<file path="src/rtl/irqh_pkg.sv">
package irqh_pkg;
  parameter int NUM_REG  = 5;
  parameter int REG_W    = 16;
  parameter int NUM_GRP  = 13;
  parameter int GRP_W    = 4;
  parameter int ADDR_W   = 5;
  localparam int EVT_W   = NUM_REG * REG_W;
  localparam logic [GRP_W-1:0] GRP_NONE = '1;

  localparam logic [ADDR_W-1:0] A_STAT0 = 5'h00;
  localparam logic [ADDR_W-1:0] A_MASK0 = 5'h08;
  localparam logic [ADDR_W-1:0] A_PRIM  = 5'h10;
  localparam logic [ADDR_W-1:0] A_TOPM  = 5'h11;
  localparam logic [ADDR_W-1:0] A_CFG   = 5'h12;

  // Summary group that owns status bit b of register r (0-based).
  function automatic logic [GRP_W-1:0] grp_of(int r, int b);
    logic [GRP_W-1:0] g;
    g = GRP_NONE;
    case (r)
      0: begin
        if (b == 0) g = 4'd0;
        else if (b == 1) g = 4'd1;
        else if (b >= 2 && b <= 4) g = 4'd2;
        else if (b == 5) g = 4'd3;
        else if (b == 6 || b == 7) g = 4'd4;
        else if (b == 8) g = 4'd5;
        else if (b == 9) g = 4'd6;
        else if (b >= 10 && b <= 14) g = 4'd7;
      end
      1: begin
        if (b <= 7) g = 4'd8;
        else if (b <= 9) g = 4'd9;
      end
      2: if (b <= 9) g = 4'd10;
      3: begin
        if (b <= 3) g = 4'd10;
        else if (b == 8 || b == 9) g = 4'd11;
      end
      4: g = 4'd12;
      default: g = GRP_NONE;
    endcase
    return g;
  endfunction

  // Positions of a register that carry a defined source.
  function automatic logic [REG_W-1:0] valid_bits(int r);
    logic [REG_W-1:0] v;
    for (int b = 0; b < REG_W; b++) v[b] = (grp_of(r, b) != GRP_NONE);
    return v;
  endfunction
endpackage

</file>
<file path="src/rtl/irqh_status_bank.sv">
module irqh_status_bank
  import irqh_pkg::*;
#(
  parameter int REG_IDX = 0
) (
  input  logic             clk,
  input  logic             rst_n,
  input  logic [REG_W-1:0] evt_i,
  input  logic             clr_we_i,
  input  logic             mask_we_i,
  input  logic [REG_W-1:0] wdata_i,
  output logic [REG_W-1:0] status_o,
  output logic [REG_W-1:0] mask_o,
  output logic [REG_W-1:0] pend_o
);
  localparam logic [REG_W-1:0] VALID = valid_bits(REG_IDX);

  logic [REG_W-1:0] evt_v;
  logic [REG_W-1:0] clr_v;

  assign evt_v  = evt_i & VALID;
  assign clr_v  = clr_we_i ? wdata_i : '0;
  assign pend_o = status_o & ~mask_o;

  always_ff @(posedge clk or negedge rst_n) begin
    if (!rst_n) begin
      status_o <= '0;
      mask_o   <= '1;
    end else begin
      status_o <= (status_o & ~clr_v) | evt_v;
      if (mask_we_i) mask_o <= wdata_i;
    end
  end

  // a status bit only rises where an event was seen
  assert_rise_needs_evt_R2: assert property (@(posedge clk) disable iff (!rst_n)
    ((status_o & ~$past(status_o)) & ~$past(evt_i & VALID)) == '0);

  // a cleared bit with no event is zero afterwards
  assert_clear_takes_R3: assert property (@(posedge clk) disable iff (!rst_n)
    clr_we_i |=> (status_o & $past(wdata_i & ~evt_i)) == '0);

  // an accepted event is never lost, even against a clear
  assert_evt_kept_R4: assert property (@(posedge clk) disable iff (!rst_n)
    ((evt_i & VALID) != '0) |=> ((status_o & $past(evt_i & VALID)) == $past(evt_i & VALID)));
endmodule

</file>
<file path="src/rtl/irqh_summary.sv">
module irqh_summary
  import irqh_pkg::*;
(
  input  logic [EVT_W-1:0] pend_i,
  output logic [REG_W-1:0] primary_o
);
  always_comb begin
    primary_o = '0;
    for (int g = 0; g < NUM_GRP; g++) begin
      for (int r = 0; r < NUM_REG; r++) begin
        for (int b = 0; b < REG_W; b++) begin
          if (grp_of(r, b) == GRP_W'(g))
            primary_o[g] = primary_o[g] | pend_i[r*REG_W + b];
        end
      end
    end
  end
endmodule

</file>
<file path="src/rtl/irqh_pin_drv.sv">
module irqh_pin_drv (
  input  logic clk,
  input  logic rst_n,
  input  logic active_i,
  input  logic push_pull_i,
  output logic pin_o,
  output logic oe_o
);
  assign oe_o  = push_pull_i | active_i;
  assign pin_o = push_pull_i & ~active_i;

  // open-drain style never drives the pin high
  assert_od_no_high_R9: assert property (@(posedge clk) disable iff (!rst_n)
    !push_pull_i |-> !(oe_o && pin_o));

  // push-pull style always drives
  assert_pp_drives_R9: assert property (@(posedge clk) disable iff (!rst_n)
    push_pull_i |-> oe_o);
endmodule

</file>
<file path="src/rtl/irqh_top.sv">
module irqh_top
  import irqh_pkg::*;
(
  input  logic              clk,
  input  logic              rst_n,
  input  logic [EVT_W-1:0]  evt_i,
  input  logic              wr_en_i,
  input  logic              rd_en_i,
  input  logic [ADDR_W-1:0] addr_i,
  input  logic [REG_W-1:0]  wdata_i,
  output logic [REG_W-1:0]  rdata_o,
  output logic              irq_pin_o,
  output logic              irq_oe_o
);
  logic [EVT_W-1:0] status_all;
  logic [EVT_W-1:0] mask_all;
  logic [EVT_W-1:0] pend_all;
  logic [REG_W-1:0] primary;
  logic [REG_W-1:0] top_mask;
  logic             push_pull;
  logic             irq_active;
  logic [REG_W-1:0] rd_mux;

  for (genvar r = 0; r < NUM_REG; r++) begin : g_bank
    logic clr_we;
    logic mask_we;
    assign clr_we  = wr_en_i && (addr_i == A_STAT0 + ADDR_W'(r));
    assign mask_we = wr_en_i && (addr_i == A_MASK0 + ADDR_W'(r));
    irqh_status_bank #(.REG_IDX(r)) u_bank (
      .clk      (clk),
      .rst_n    (rst_n),
      .evt_i    (evt_i[r*REG_W +: REG_W]),
      .clr_we_i (clr_we),
      .mask_we_i(mask_we),
      .wdata_i  (wdata_i),
      .status_o (status_all[r*REG_W +: REG_W]),
      .mask_o   (mask_all[r*REG_W +: REG_W]),
      .pend_o   (pend_all[r*REG_W +: REG_W])
    );
  end

  irqh_summary u_summary (
    .pend_i   (pend_all),
    .primary_o(primary)
  );

  always_ff @(posedge clk or negedge rst_n) begin
    if (!rst_n) begin
      top_mask  <= '1;
      push_pull <= 1'b0;
    end else if (wr_en_i) begin
      if (addr_i == A_TOPM) top_mask <= wdata_i;
      if (addr_i == A_CFG) push_pull <= wdata_i[0];
    end
  end

  assign irq_active = |(primary & ~top_mask);

  irqh_pin_drv u_pin (
    .clk        (clk),
    .rst_n      (rst_n),
    .active_i   (irq_active),
    .push_pull_i(push_pull),
    .pin_o      (irq_pin_o),
    .oe_o       (irq_oe_o)
  );

  always_comb begin
    rd_mux = '0;
    for (int r = 0; r < NUM_REG; r++) begin
      if (addr_i == A_STAT0 + ADDR_W'(r)) rd_mux = status_all[r*REG_W +: REG_W];
      if (addr_i == A_MASK0 + ADDR_W'(r)) rd_mux = mask_all[r*REG_W +: REG_W];
    end
    if (addr_i == A_PRIM) rd_mux = primary;
    if (addr_i == A_TOPM) rd_mux = top_mask;
    if (addr_i == A_CFG)  rd_mux = {{(REG_W-1){1'b0}}, push_pull};
  end

  always_ff @(posedge clk or negedge rst_n) begin
    if (!rst_n) rdata_o <= '0;
    else if (rd_en_i) rdata_o <= rd_mux;
  end

  // an active pin is always backed by a pending unmasked status bit
  assert_pin_backed_R10: assert property (@(posedge clk) disable iff (!rst_n)
    (irq_oe_o && !irq_pin_o) |-> (pend_all != '0));

  // a summary read returns the summary seen at the request
  assert_read_prim_R11: assert property (@(posedge clk) disable iff (!rst_n)
    (rd_en_i && addr_i == A_PRIM) |=> (rdata_o == $past(primary)));
endmodule

</file>
<file path="config.mk">
export PLATFORM = sky130hd
export DESIGN_NAME = irqh_top
export DESIGN_NICKNAME = d
export VERILOG_FILES = /design/src/rtl/irqh_pkg.sv /design/src/rtl/irqh_status_bank.sv /design/src/rtl/irqh_summary.sv /design/src/rtl/irqh_pin_drv.sv /design/src/rtl/irqh_top.sv
export SDC_FILE = /design/constraint.sdc
export NUM_CORES = 1
export LEC_CHECK = 0
export BUFFER_PORTS_ARGS = -buffer_cell sky130_fd_sc_hd__buf_2
export CORE_UTILIZATION = 30
export DETAILED_ROUTE_END_ITERATION = 12
export PLACE_DENSITY = 0.5
export SYNTH_ARGS = -nofsm -noshare
export SYNTH_HDL_FRONTEND = slang
export SYNTH_SLANG_ARGS = --single-unit
</file>
<file path="constraint.sdc">
create_clock -name clk -period 4.1 [get_ports clk]
set_clock_uncertainty 0.2 [all_clocks]
set_input_delay 0.615 -clock clk [delete_from_list [all_inputs] [get_ports clk]]
set_output_delay 0.615 -clock clk [all_outputs]
set_load 0.05 [all_outputs]
</file>
==> metrics.txt <==
Min Clock Period, post-route ~3900 ps; RR Startpoint g_bank[0].u_bank.mask_o[4]$_DFFE_PN1P_; Port-buffer cells 99; Num Clock Sinks around 190; Detailed Route WL roughly 35 mm; worst slew pin tran 918.9 ps; sequential area share after synthesis between 40 and 50%; FILL cells ~3,400; Crit. End Element primary output; Critical Path RT between 3000 and 4000 ps; pwr/cell area approximately 420 nW/um2; clock slew at reported path FFs 90 ps; ratio of cells with drive above 1 in the final layout a little over a third; count of final setup violators 0; most common cell after layout, fill and taps aside buf_2; GRT Total Usage between 20% and 30%; post-route insts no fill about 1,500; CTS resizes 0; Overflow after GRT 0; Initial Utilization a little under a third; maximum capacitance violations 0; Total Neg Setup Slack 0 ps; Core Area approximately 33,000 um2; vias after detailed routing 7,925; Avg Synthesized Cell Area between 10 and 15 um2; Startpoint Class register; Async SR Flop Fraction 100.0%; ANT cells 0; die width roughly 180 um; Area Overhead vs Synth 15.07%; Tightest Hold Check Type input port to asynchronous set/reset pin; GP Congestion slightly below 0.9; FF-to-FF End rdata_o[2]$_DFFE_PN0P_; Worst EP arrival 3050 ps; Critical Path Fanout Max 3; Post-Syn Area 9922 um2; CTS Buf Count 17; Die Ht 183.9 um; number of enable flip-flop cells after synthesis 0; # hold bufs at CTS 0; r2r setup slk 1920 ps; Post-Syn Nets 1,043; fmax ~260 MHz; TritonRoute pass-1 iters 5; status finished, final reports clean; Most used DFF post-synth dfrtp_1; pin count of the biggest net entering global routing between 90 and 100; most frequent cells in the layout 98 x buf_2, 97 x dfrtp_1, 96 x dfstp_2; H-tree levels 4; Ys Warns 0; first-pass GRT wire length 53.50 mm; Design Power approximately 0.0048 W; Nets between 1,000 and 1,500; Gate Count Post-Synth roughly 940; Longest Clk Path Bufs 2; #FFs+latches synth between 150 and 200; Hold WS approximately 50 ps; # rows 66; P_leak ~4.8 nW; unrepaired setup endpoints after global routing false; Reg2Reg Depth 6; Remaining DRCs 0; TritonCTS clock tree done; Slew headroom between 30% and 40%; vias in the first global route just over 8,000; # IOs 123; ANT nets after route 0; Root Buffer Master clkbuf_16; initial antenna violation count 0; post-synthesis cell type count between 60 and 70; Slew Viols, Final 0; Via density around 5.4; worst vdd ir slightly above 300 uV; Inst Count DP approximately 1,400; final hold vios 0; final period utilization a little over nine tenths; initial drt markers roughly 820; WL/cell 23.77 um; CP Class register to primary output; worst-skew pair later-pin latency around 460 ps; die area between 30,000 and 40,000 um2; setup bufs post-CTS 0; DP HPWL approximately 25 mm
layout make-up:
cell class	count	area (um2)	share of cell area (%)
well taps	442	553.0	4.844
flip-flops and latches	193	4950	43.35
inverters	48	180.2	1.578
multi-input cells	633	4448	38.96
repair buffers	127	726.9	6.367
clock buffers	19	442.9	3.879
clock inverters	13	116.4	1.019
logic make-up after synthesis:
kind of cell | share of synthesized area, %
AOI/OAI and AO/OA | 19.16
and+or+nand+nor | 12.95
buffers and inverters | 5.284
DFF | 49.89
muxes | 12.72
metrics by stage:
stage,instance area [um2],worst slack (ps),util [%]
after global placement,10860,824.4,33.37
final,11420,237.2,35.09
after floorplan,9922,1311,-
after detailed placement,10860,854.0,33.37
after global routing,11420,159.9,35.09
after CTS,11420,364.0,35.09
flip-flops by register name (all words and copies together), names as in the netlist:
name / count
g_bank.u_bank.mask_o: 80
g_bank.u_bank.status_o: 80
rdata_o: 16
top_mask: 16
push_pull: 1
cell usage after synthesis (7+ instances only):
cell type	count	area share, %
nand2b_1	19	1.2
nand2_1	86	3.3
clkbuf_1	26	0.98
o22ai_1	16	1.0
a21boi_0	23	1.7
buf_2	26	1.3
dfstp_2	96	25
a21o_1	59	4.5
o21ai_0	37	1.9
nor2b_1	7	0.44
a211oi_1	7	0.53
dfrtp_1	97	24
inv_1	47	1.8
nor2_1	50	1.9
nand3_1	21	1.1
a22oi_1	18	1.4
mux2i_1	11	1.1
mux2_2	89	10
mux2_4	10	1.5
a21oi_1	44	2.2
o2111ai_1	7	0.62
o221ai_1	11	0.97
buf_6	7	0.79
nor4_1	10	0.63
nor3_1	14	0.71
worst max-delay path, stage by stage (launching register included):
cell and delay [ps]:
dfstp_2 540, inv_1 40, a222oi_1 760, o21ai_0 220, nor4_1 320, o2111ai_1 290
nand2b_1 220, buf_2 210
worst max path at each step:
stage	from	end	depth (start not counted)
global placement	g_bank[0].u_bank.mask_o[4]$_DFFE_PN1P_	irq_oe_o	7
floorplan	g_bank[0].u_bank.mask_o[14]$_DFFE_PN1P_	irq_pin_o	6
detailed placement	g_bank[0].u_bank.mask_o[4]$_DFFE_PN1P_	irq_oe_o	7
finish	g_bank[0].u_bank.mask_o[4]$_DFFE_PN1P_	irq_oe_o	7
global route	g_bank[0].u_bank.mask_o[4]$_DFFE_PN1P_	irq_oe_o	7
CTS	g_bank[0].u_bank.mask_o[4]$_DFFE_PN1P_	irq_oe_o	7
power breakdown:
part	internal, W	switching, W
Clock	0.000821	0.000850
Sequential	0.00225	0.000175
Combinational	0.000311	0.000418
per-layer routing:
layer  up-vias  global-route usage (%)  wire length, um  part of all wire [%]
met5         -                       0                0                     0
met4         0                   6.667              834                   2.4
met3        59                   3.942             2280                   6.5
met2       305                   32.29            15300                    44
met1      4024                   31.67            16650                    47
li1       3537                       -                -                     -
(Power assumes the default switching activity.)
